### config.mk
export PLATFORM = sky130hd
export DESIGN_NAME = chainDma
export DESIGN_NICKNAME = d
export VERILOG_FILES = /design/src/rtl/dmaChainPkg.sv /design/src/rtl/dmaPath.sv /design/src/rtl/dmaCtrl.sv /design/src/rtl/chainDma.sv
export SDC_FILE = /design/constraint.sdc
export NUM_CORES = 1
export LEC_CHECK = 0
export BUFFER_PORTS_ARGS = -buffer_cell sky130_fd_sc_hd__buf_2
export CAP_MARGIN = 40
export CORE_ASPECT_RATIO = 0.75
export CORE_MARGIN = 2
export CORE_UTILIZATION = 54
export DETAILED_ROUTE_END_ITERATION = 7
export PLACE_DENSITY = 0.8
export SYNTH_ARGS = -nofsm -noshare
export SYNTH_HDL_FRONTEND = slang
export SYNTH_HIERARCHICAL = 1
export SYNTH_SLANG_ARGS = --single-unit
### constraint.sdc
create_clock -name clk -period 10.8 [get_ports clk]
set_clock_uncertainty 0.2 [all_clocks]
set_input_delay 1.08 -clock clk [delete_from_list [all_inputs] [get_ports clk]]
set_output_delay 1.08 -clock clk [all_outputs]
set_load 0.005 [all_outputs]
### src/rtl/dmaChainPkg.sv
package dmaChainPkg;
  localparam int DESC_WORDS = 6;
  localparam int MODE_BURST = 0;
  localparam int MODE_CHAIN = 1;
  localparam int MODE_IRQ   = 2;

  typedef enum logic [2:0] {A_VEC, A_DESC, A_WB, A_SRC, A_DST} addrSel_e;
  typedef enum logic [1:0] {W_DATA, W_DESC, W_CHAIN} wdSel_e;

  typedef struct packed {
    logic     memEn;
    logic     memWe;
    addrSel_e addrSel;
    wdSel_e   wdSel;
    logic     ldBase;
    logic     capWord;
    logic     clrIdx;
    logic     incIdx;
    logic     step;
  } strobe_t;
endpackage

### src/rtl/dmaPath.sv
module dmaPath
  import dmaChainPkg::*;
#(
  parameter int DATA_W   = 16,
  parameter int ADDR_W   = 8,
  parameter int SRC_W    = 2,
  parameter int VEC_BASE = 0
) (
  input  logic              clk,
  input  logic              rstN,
  input  strobe_t           strb,
  input  logic [SRC_W-1:0]  curSrc,
  input  logic [DATA_W-1:0] memRdata,
  output logic [ADDR_W-1:0] memAddr,
  output logic [DATA_W-1:0] memWdata,
  output logic [2:0]        idx,
  output logic              cntZero,
  output logic              cntOne,
  output logic              burst,
  output logic              chainEn,
  output logic              irqEn,
  output logic [DATA_W-1:0] irqHandler
);
  localparam logic [ADDR_W-1:0] VEC_ADDR = ADDR_W'(VEC_BASE);

  logic [ADDR_W-1:0] baseAddr;
  logic [2:0]        modeR;
  logic [DATA_W-1:0] cntR, srcR, dstR, chainR, hndR;
  logic [ADDR_W-1:0] idxExt;

  assign idxExt = {{(ADDR_W-3){1'b0}}, idx};

  always_ff @(posedge clk) begin
    if (!rstN) begin
      baseAddr <= '0;
      modeR    <= '0;
      cntR     <= '0;
      srcR     <= '0;
      dstR     <= '0;
      chainR   <= '0;
      hndR     <= '0;
      idx      <= '0;
    end else begin
      if (strb.ldBase) baseAddr <= memRdata[ADDR_W-1:0];
      if (strb.clrIdx) idx <= '0;
      else if (strb.incIdx) idx <= idx + 3'd1;
      if (strb.capWord) begin
        case (idx)
          3'd0: modeR  <= memRdata[2:0];
          3'd1: cntR   <= memRdata;
          3'd2: srcR   <= memRdata;
          3'd3: dstR   <= memRdata;
          3'd4: chainR <= memRdata;
          default: hndR <= memRdata;
        endcase
      end
      if (strb.step) begin
        cntR <= cntR - 1'b1;
        srcR <= srcR + 1'b1;
        dstR <= dstR + 1'b1;
      end
    end
  end

  always_comb begin
    case (strb.addrSel)
      A_VEC:   memAddr = VEC_ADDR + ADDR_W'(curSrc);
      A_DESC:  memAddr = baseAddr + idxExt;
      A_WB:    memAddr = baseAddr + idxExt + ADDR_W'(1);
      A_SRC:   memAddr = srcR[ADDR_W-1:0];
      default: memAddr = dstR[ADDR_W-1:0];
    endcase
  end

  always_comb begin
    case (strb.wdSel)
      W_DATA:  memWdata = memRdata;
      W_CHAIN: memWdata = chainR;
      default: memWdata = (idx == 3'd0) ? cntR : (idx == 3'd1) ? srcR : dstR;
    endcase
  end

  assign cntZero    = (cntR == '0);
  assign cntOne     = (cntR == DATA_W'(1));
  assign burst      = modeR[MODE_BURST];
  assign chainEn    = modeR[MODE_CHAIN];
  assign irqEn      = modeR[MODE_IRQ];
  assign irqHandler = hndR;

  // every copy step takes exactly one off the count and advances both addresses
  p_count_step_r2: assert property (@(posedge clk) disable iff (!rstN)
    strb.step |=> (cntR == $past(cntR) - 1'b1) && (srcR == $past(srcR) + 1'b1)
                  && (dstR == $past(dstR) + 1'b1));
endmodule

### src/rtl/dmaCtrl.sv
module dmaCtrl
  import dmaChainPkg::*;
#(
  parameter int NUM_SRC = 4,
  parameter int SRC_W   = 2
) (
  input  logic               clk,
  input  logic               rstN,
  input  logic [NUM_SRC-1:0] reqIn,
  input  logic [2:0]         idx,
  input  logic               cntZero,
  input  logic               cntOne,
  input  logic               burst,
  input  logic               chainEn,
  input  logic               irqEn,
  output strobe_t            strb,
  output logic [SRC_W-1:0]   curSrc,
  output logic               busy,
  output logic               donePulse,
  output logic               irqPulse
);
  localparam logic [2:0] LAST_DESC = 3'(DESC_WORDS - 1);

  typedef enum logic [3:0] {S_IDLE, S_VRD, S_VEC, S_RD, S_CAP, S_CHK,
                            S_XRD, S_XWR, S_WB, S_END} state_e;

  state_e             state, nextState;
  logic [NUM_SRC-1:0] pend, clrMask;
  logic [SRC_W-1:0]   pick;
  logic               found, moved;

  always_comb begin
    found = 1'b0;
    pick  = '0;
    for (int i = 0; i < NUM_SRC; i++) begin
      if (pend[i] && !found) begin
        found = 1'b1;
        pick  = SRC_W'(i);
      end
    end
  end

  always_comb begin
    strb      = '0;
    strb.addrSel = A_VEC;
    strb.wdSel   = W_DATA;
    nextState = state;
    clrMask   = '0;
    donePulse = 1'b0;
    irqPulse  = 1'b0;
    case (state)
      S_IDLE: if (found) begin
        clrMask[pick] = 1'b1;
        nextState     = S_VRD;
      end
      S_VRD: begin
        strb.memEn = 1'b1;
        nextState  = S_VEC;
      end
      S_VEC: begin
        strb.ldBase = 1'b1;
        strb.clrIdx = 1'b1;
        nextState   = S_RD;
      end
      S_RD: begin
        strb.memEn   = 1'b1;
        strb.addrSel = A_DESC;
        nextState    = S_CAP;
      end
      S_CAP: begin
        strb.capWord = 1'b1;
        if (idx == LAST_DESC) nextState = S_CHK;
        else begin
          strb.incIdx = 1'b1;
          nextState   = S_RD;
        end
      end
      S_CHK: begin
        strb.clrIdx = 1'b1;
        nextState   = cntZero ? S_END : S_XRD;
      end
      S_XRD: begin
        strb.memEn   = 1'b1;
        strb.addrSel = A_SRC;
        nextState    = S_XWR;
      end
      S_XWR: begin
        strb.memEn   = 1'b1;
        strb.memWe   = 1'b1;
        strb.addrSel = A_DST;
        strb.step    = 1'b1;
        nextState    = (burst && !cntOne) ? S_XRD : S_WB;
      end
      S_WB: begin
        strb.memEn   = 1'b1;
        strb.memWe   = 1'b1;
        strb.addrSel = A_WB;
        strb.wdSel   = W_DESC;
        if (idx == 3'd2) nextState = S_END;
        else strb.incIdx = 1'b1;
      end
      S_END: begin
        donePulse = 1'b1;
        if (moved && cntZero) begin
          if (chainEn) begin
            strb.memEn = 1'b1;
            strb.memWe = 1'b1;
            strb.wdSel = W_CHAIN;
          end
          irqPulse = irqEn;
        end
        nextState = S_IDLE;
      end
      default: nextState = S_IDLE;
    endcase
  end

  always_ff @(posedge clk) begin
    if (!rstN) begin
      state  <= S_IDLE;
      pend   <= '0;
      curSrc <= '0;
      moved  <= 1'b0;
    end else begin
      state <= nextState;
      pend  <= (pend & ~clrMask) | reqIn;
      if (state == S_IDLE && found) curSrc <= pick;
      if (state == S_CHK) moved <= !cntZero;
    end
  end

  assign busy = (state != S_IDLE);

  // done never lasts two cycles
  p_done_single_r10: assert property (@(posedge clk) disable iff (!rstN)
    donePulse |=> !donePulse);
  // no memory traffic while idle
  p_idle_quiet_r11: assert property (@(posedge clk) disable iff (!rstN)
    !busy |-> !strb.memEn);
  // a zero count goes straight to completion without writes or interrupt
  p_zero_skip_r4: assert property (@(posedge clk) disable iff (!rstN)
    (state == S_CHK && cntZero) |=> (donePulse && !strb.memWe && !irqPulse));
  // with chaining on, the interrupt cycle is also the slot rewrite cycle
  p_irq_with_chain_r7: assert property (@(posedge clk) disable iff (!rstN)
    (irqPulse && chainEn) |-> (strb.memWe && strb.addrSel == A_VEC));
  // source 0 wins whenever it is pending at arbitration
  p_low_first_r8: assert property (@(posedge clk) disable iff (!rstN)
    (state == S_IDLE && pend[0]) |=> (curSrc == '0));
endmodule

### src/rtl/chainDma.sv
module chainDma
  import dmaChainPkg::*;
#(
  parameter int NUM_SRC  = 4,
  parameter int DATA_W   = 16,
  parameter int ADDR_W   = 8,
  parameter int VEC_BASE = 0,
  localparam int SRC_W   = (NUM_SRC > 1) ? $clog2(NUM_SRC) : 1
) (
  input  logic               clk,
  input  logic               rstN,
  input  logic [NUM_SRC-1:0] reqIn,
  output logic               memEn,
  output logic               memWe,
  output logic [ADDR_W-1:0]  memAddr,
  output logic [DATA_W-1:0]  memWdata,
  input  logic [DATA_W-1:0]  memRdata,
  output logic               busy,
  output logic               donePulse,
  output logic [SRC_W-1:0]   doneSrc,
  output logic               irqPulse,
  output logic [DATA_W-1:0]  irqHandler
);
  strobe_t          strb;
  logic [SRC_W-1:0] curSrc;
  logic [2:0]       idx;
  logic             cntZero, cntOne, burst, chainEn, irqEn;

  dmaCtrl #(.NUM_SRC(NUM_SRC), .SRC_W(SRC_W)) uCtrl (
    .clk(clk), .rstN(rstN), .reqIn(reqIn), .idx(idx),
    .cntZero(cntZero), .cntOne(cntOne), .burst(burst),
    .chainEn(chainEn), .irqEn(irqEn), .strb(strb), .curSrc(curSrc),
    .busy(busy), .donePulse(donePulse), .irqPulse(irqPulse)
  );

  dmaPath #(.DATA_W(DATA_W), .ADDR_W(ADDR_W), .SRC_W(SRC_W),
            .VEC_BASE(VEC_BASE)) uPath (
    .clk(clk), .rstN(rstN), .strb(strb), .curSrc(curSrc),
    .memRdata(memRdata), .memAddr(memAddr), .memWdata(memWdata),
    .idx(idx), .cntZero(cntZero), .cntOne(cntOne), .burst(burst),
    .chainEn(chainEn), .irqEn(irqEn), .irqHandler(irqHandler)
  );

  assign memEn   = strb.memEn;
  assign memWe   = strb.memWe;
  assign doneSrc = curSrc;
endmodule

# Word level (Yosys, flattened, before mapping)
# Index checks and enable logic that the tools add are counted.
# totals
regBits	105
input_bits	22
output_inout_bits	47
word_cells	128
# op_classes
add_sub_neg	6
magnitude_cmp	2
eq_ne	21
muxes	48
bitwise_logic	5
reduce_logical	34
# ops
cell	count
two-way mux 16 bit	11
one-hot mux 4 bit (9 select lines)	1
adder 16 x 1 -> 16 bit, second input constant	2
one-hot mux 16 bit (2 select lines)	1
one-hot mux 8 bit (4 select lines)	1
two-way mux 4 bit	6
== test 16 x 1 -> 1 bit, second input constant	1
== test 4 x 3 -> 1 bit, second input constant	4
zero test 16 bit	1
subtractor 16 x 1 -> 16 bit, second input constant	1
two-way mux 1 bit	15
AND reduction 2 bit	7
== test 3 x 2 -> 1 bit, second input constant	4
two-way mux 2 bit	6
one-hot mux 3 bit (4 select lines)	1
OR reduction 5 bit	2
adder 8 x 1 -> 8 bit, second input constant	1
adder 8 x 3 -> 8 bit	1
== test 4 x 2 -> 1 bit, second input constant	2
== test 4 bit, second input constant	2
nonzero test 2 bit	4
logical AND 1 bit	7
== test 3 x 1 -> 1 bit, second input constant	2
== test 3 bit, second input constant	2
20 further kinds	31

# Longest topological paths before layout
# logic_depth
word_depth	19
ltp_mapped	11
ltp_nobuf	9

# Cells and area by module
# Netlist, hierarchy kept.
# modules_own_cells
module	instances	cells_per_inst	area_per_inst_um2	seq_area_each_um2
dmaPath	1	750	5698.0	1881.8
dmaCtrl	1	94	787.0	220.2

# Worst setup path before layout
# Ideal clock, no wire load.
# synth_path
kind	register to output
start	register uPath.cntR[8]
end	output memWdata[10]
t_arrival_ns	2.952
path_slack_ns	6.568
stages_incl_launch_ff	11
cell_sequence	dfxtp_1 > nor4_4 > nand2b_2 > or4_4 > nor2_1 > and3_1 > and2_1 > clkbuf_1 > clkbuf_1 > mux2i_1 > o21ai_0
# synth_lines
item	line	text
from (decl)	dmaPath.sv:28	logic [DATA_W-1:0] cntR, srcR, dstR, chainR, hndR;
from (signal assigned)	dmaPath.sv:50	3'd1: cntR <= memRdata;
from (signal assigned)	dmaPath.sv:58	cntR <= cntR - 1'b1;
to (decl)	chainDma.sv:16	output logic [DATA_W-1:0] memWdata,

==> flow_summary.json <==
{
  "finalSetupViolations": 0,
  "syn_nets": 880,
  "worstSetupPathType": "flip-flop to output pin",
  "hp-class": "flip-flop to flip-flop",
  "r2r-start": "uCtrl/state[2]$_SDFFE_PN0P_",
  "netlist_instances": 844,
  "finalHoldWorstSlack_ns": 0.257,
  "slew_violations": 0,
  "grt_use_total_pct": 29.3,
  "crit_chain": "nor4_4 -> nand2b_2 -> or4_4 -> nor2_1 -> and3_1 -> and2_1 -> buf_8 -> mux2i_1 -> o21ai_0 -> buf_2",
  "synth_edf_count": 0,
  "drt_iter0_markers": 670,
  "cts_resized": 0,
  "r2r_end": "uPath/dstR[14]$_SDFFE_PN0P_",
  "drc": 0,
  "grt_max_degree": 72,
  "cts_tree": "built",
  "crit_path_top_delay_cell": "or4_4",
  "yosysMostFrequentCell": "nand2_1",
  "wl_mm": 18.6,
  "row_count": 34,
  "dieArea_sq_um": 12900,
  "synthesis.area_sq_um": 6480,
  "hpwl_mm": 13.0,
  "slew_headroom_pct": 32.5,
  "yosysWarningCount": 6,
  "start_kind": "flip-flop",
  "period_share_pct": 43.1,
  "antenna_found_initial": 0,
  "clock_sinks": 105,
  "ioPinCount": 69,
  "routed-via-count": 6506,
  "crit_path_end_kind": "output pin",
  "nNetsFinal": 912,
  "power.leakage_nw": 2.51,
  "ir_worst_vdd_mv": 0.0998,
  "fp.coreArea_sq_um": 11700,
  "critPathRequiredTime_ns": 9.52,
  "fmax_ghz": 0.215,
  "synthDistinctLibCells": 81,
  "synth_area_leaders": "dfxtp_1 32%, nand2_1 8.0%, mux2i_1 7.3%, a21oi_1 6.5%, o21ai_0 5.5%",
  "powerDensity_nw_per_um2": 115,
  "via_per_inst": 6.24,
  "synth_largest_area_cell": "dfxtp_1",
  "outcome": "finished, final reports clean",
  "die_width_microns": 131,
  "reg2regPathDepth": 8,
  "maxCapViolations": 0,
  "globalplace.congestion": 0.902,
  "clk_latency_ns": 0.36,
  "h-tree-depth": 3,
  "worstHoldStart": "uPath/chainR[8]$_SDFFE_PN0P_",
  "cts_hold_buf": 0,
  "syn_area_per_cell_sq_um": 7.68,
  "critPathTopFamily": "simple AND/OR/NAND/NOR gates",
  "crit_buf_inv": 2,
  "clk_path_buf_depth": 2,
  "period_minus_slack_ns": 4.65,
  "grt_pass1_vias": 5558,
  "fin_util_pct": 61.7,
  "finalHoldViolCount": 0,
  "io_buffer_count": 68,
  "synth.top_cell.area_share_pct": 32.4,
  "initial_core_util_pct": 55.6,
  "tns_ns": 0,
  "clk_pin_slew_worst_paths_ns": 0.08,
  "numCtsBuffers": 9,
  "yosys_most_used_dff": "dfxtp_1",
  "drt.antenna.violating_nets": 0,
  "ys_top_cells_by_count": "139 x nand2_1, 105 x dfxtp_1, 84 x a21oi_1, 71 x o21ai_0, 59 x nor2_1",
  "cts_setup_buffers": 0,
  "holdPathEnd": "uPath/chainR[8]$_SDFFE_PN0P_",
  "regToRegSetupSlack_ns": 7.32,
  "die_h_microns": 98.9,
  "worst_pin_slew_ns": 1.00,
  "grt_pass1_wl_mm": 29.8,
  "drive_above_1_share_pct": 15.6,
  "wire_per_inst_microns": 17.8,
  "drt_first_pass_iters": 6,
  "gr-total-overflow": 0,
  "root_buffer": "clkbuf_16",
  "rsz0062_at_grt": "no",
  "cp_max_fo": 13,
  "diodes": 0,
  "holdPathStages": 2,
  "area_delta_synth_final_pct": 11.0,
  "max_stage_delay_ns": 0.44,
  "n_fill_cell": 1067,
  "ys_seq_area_share_pct": 32.4,
  "worstPathArrival_ns": 3.37,
  "ys_seq_elements": 105,
  "async_reset_ff_share_pct": 0
}
-- layout make-up --
class | instances | area (sq um) | area share, %
Clock buffer | 9 | 225 | 3.13
Clock inverter | 7 | 70.1 | 0.974
Inverter | 25 | 93.8 | 1.30
Multi-Input combinational cell | 657 | 4070 | 56.6
Sequential cell | 105 | 2100 | 29.2
Tap cell | 162 | 203 | 2.82
Timing Repair Buffer | 78 | 430 | 5.98
-- cells in the final DEF, fill, tap and decap left out, types with 4 or more instances in the layout --
master	synthesis	routed
nand2_1	139	139
dfxtp_1	105	105
a21oi_1	84	84
o21ai_0	71	71
buf_2	8	68
nor2_1	59	58
mux2i_1	47	47
nand3_1	24	24
inv_1	23	23
nor3_1	18	18
a211oi_1	17	17
ha_1	13	13
nand2b_1	12	12
and3_1	10	10
a311oi_1	10	10
clkbuf_16	0	9
buf_4	2	8
nor2b_1	10	8
mux2_2	7	7
nand4_1	7	7
and2_1	6	6
xnor2_1	6	6
nor3b_1	6	6
a31oi_1	6	6
nor4_1	6	6
nand3b_1	5	5
xor2_1	5	5
o221ai_1	5	5
inv_6	0	4
a21o_1	4	4
nand4b_1	4	4
o211ai_1	4	4
-- where the power goes --
group / total [mW] / internal [mW] / switching [mW]
clock network: 0.332 / 0.164 / 0.169
logic: 0.0900 / 0.0362 / 0.0538
registers: 0.408 / 0.394 / 0.0143
-- layer usage --
layer | vias to the layer above | share of wire, % | GRT usage, %
li1 | 3101 | - | -
met5 | - | 0 | 0
met2 | 315 | 42 | 41.7
met3 | 23 | 9.8 | 8.14
met4 | 0 | 1.4 | 6.55
met1 | 3067 | 47 | 44.0
-- worst register-to-register path: stages, from the launching register on --
cell	delay, ns
dfxtp_1	0.79
nand2b_1	0.24
nor2_4	0.14
buf_4	0.46
nand2_1	0.23
nor3_1	0.81
nand2_1	0.17
a2bb2oi_1	0.18
a21oi_1	0.18
-- flip-flops by register name, indices dropped and copies added, names as in the netlist --
signal            count
uPath/idx             3
uPath/baseAddr        8
uPath/dstR           16
uCtrl/curSrc          2
uPath/cntR           16
uPath/srcR           16
uPath/chainR         16
uCtrl/moved           1
uPath/irqHandler     16
uCtrl/pend            4
uCtrl/state           4
uPath/modeR           3
-- kinds of logic (layout without fill, tap and decap cells) --
logic type	Yosys count	count (layout)	synth area share, %
muxes	55	55	8.82
AOI/OAI and AO/OA	245	245	23.8
adders and majority gates	15	15	2.97
buffers and inverters	82	119	5.13
DFF	105	105	32.4
and+or+nand+nor	331	331	25.4
xor gates and xnor gates	11	11	1.49
-- per-stage QoR --
step / setup WS [ns] / total power, mW / cell area, sq um / cells
final: 6.15 / 0.830 / 7200 / 1043
after global routing: 5.99 / 0.860 / 7200 / 1043
after CTS: 6.17 / 0.831 / 7200 / 1043
after detailed placement: 6.59 / 0.504 / 6900 / 1027
after global placement: 6.39 / 0.503 / 6870 / 1025
after floorplan: 6.57 / 0.472 / 6480 / 844
-- how the worst max path moves through the flow --
| stage | from | endpoint | slack, ns | cells past startpoint |
|---|---|---|---|---|
| after CTS | uPath/cntR[8]$_SDFFE_PN0P_ | memWdata[9] | 6.17 | 10 |
| after detailed placement | uPath/cntR[8]$_SDFFE_PN0P_ | memWdata[9] | 6.59 | 10 |
| after global routing | uPath/cntR[8]$_SDFFE_PN0P_ | memWdata[9] | 5.99 | 10 |
| final | uPath/cntR[8]$_SDFFE_PN0P_ | memWdata[9] | 6.15 | 10 |
| after global placement | uPath/cntR[8]$_SDFFE_PN0P_ | memWdata[14] | 6.39 | 9 |
| after floorplan | uPath/cntR[8]$_SDFFE_PN0P_ | memWdata[10] | 6.57 | 10 |
No activity file was read; power rests on OpenSTA's default activity.
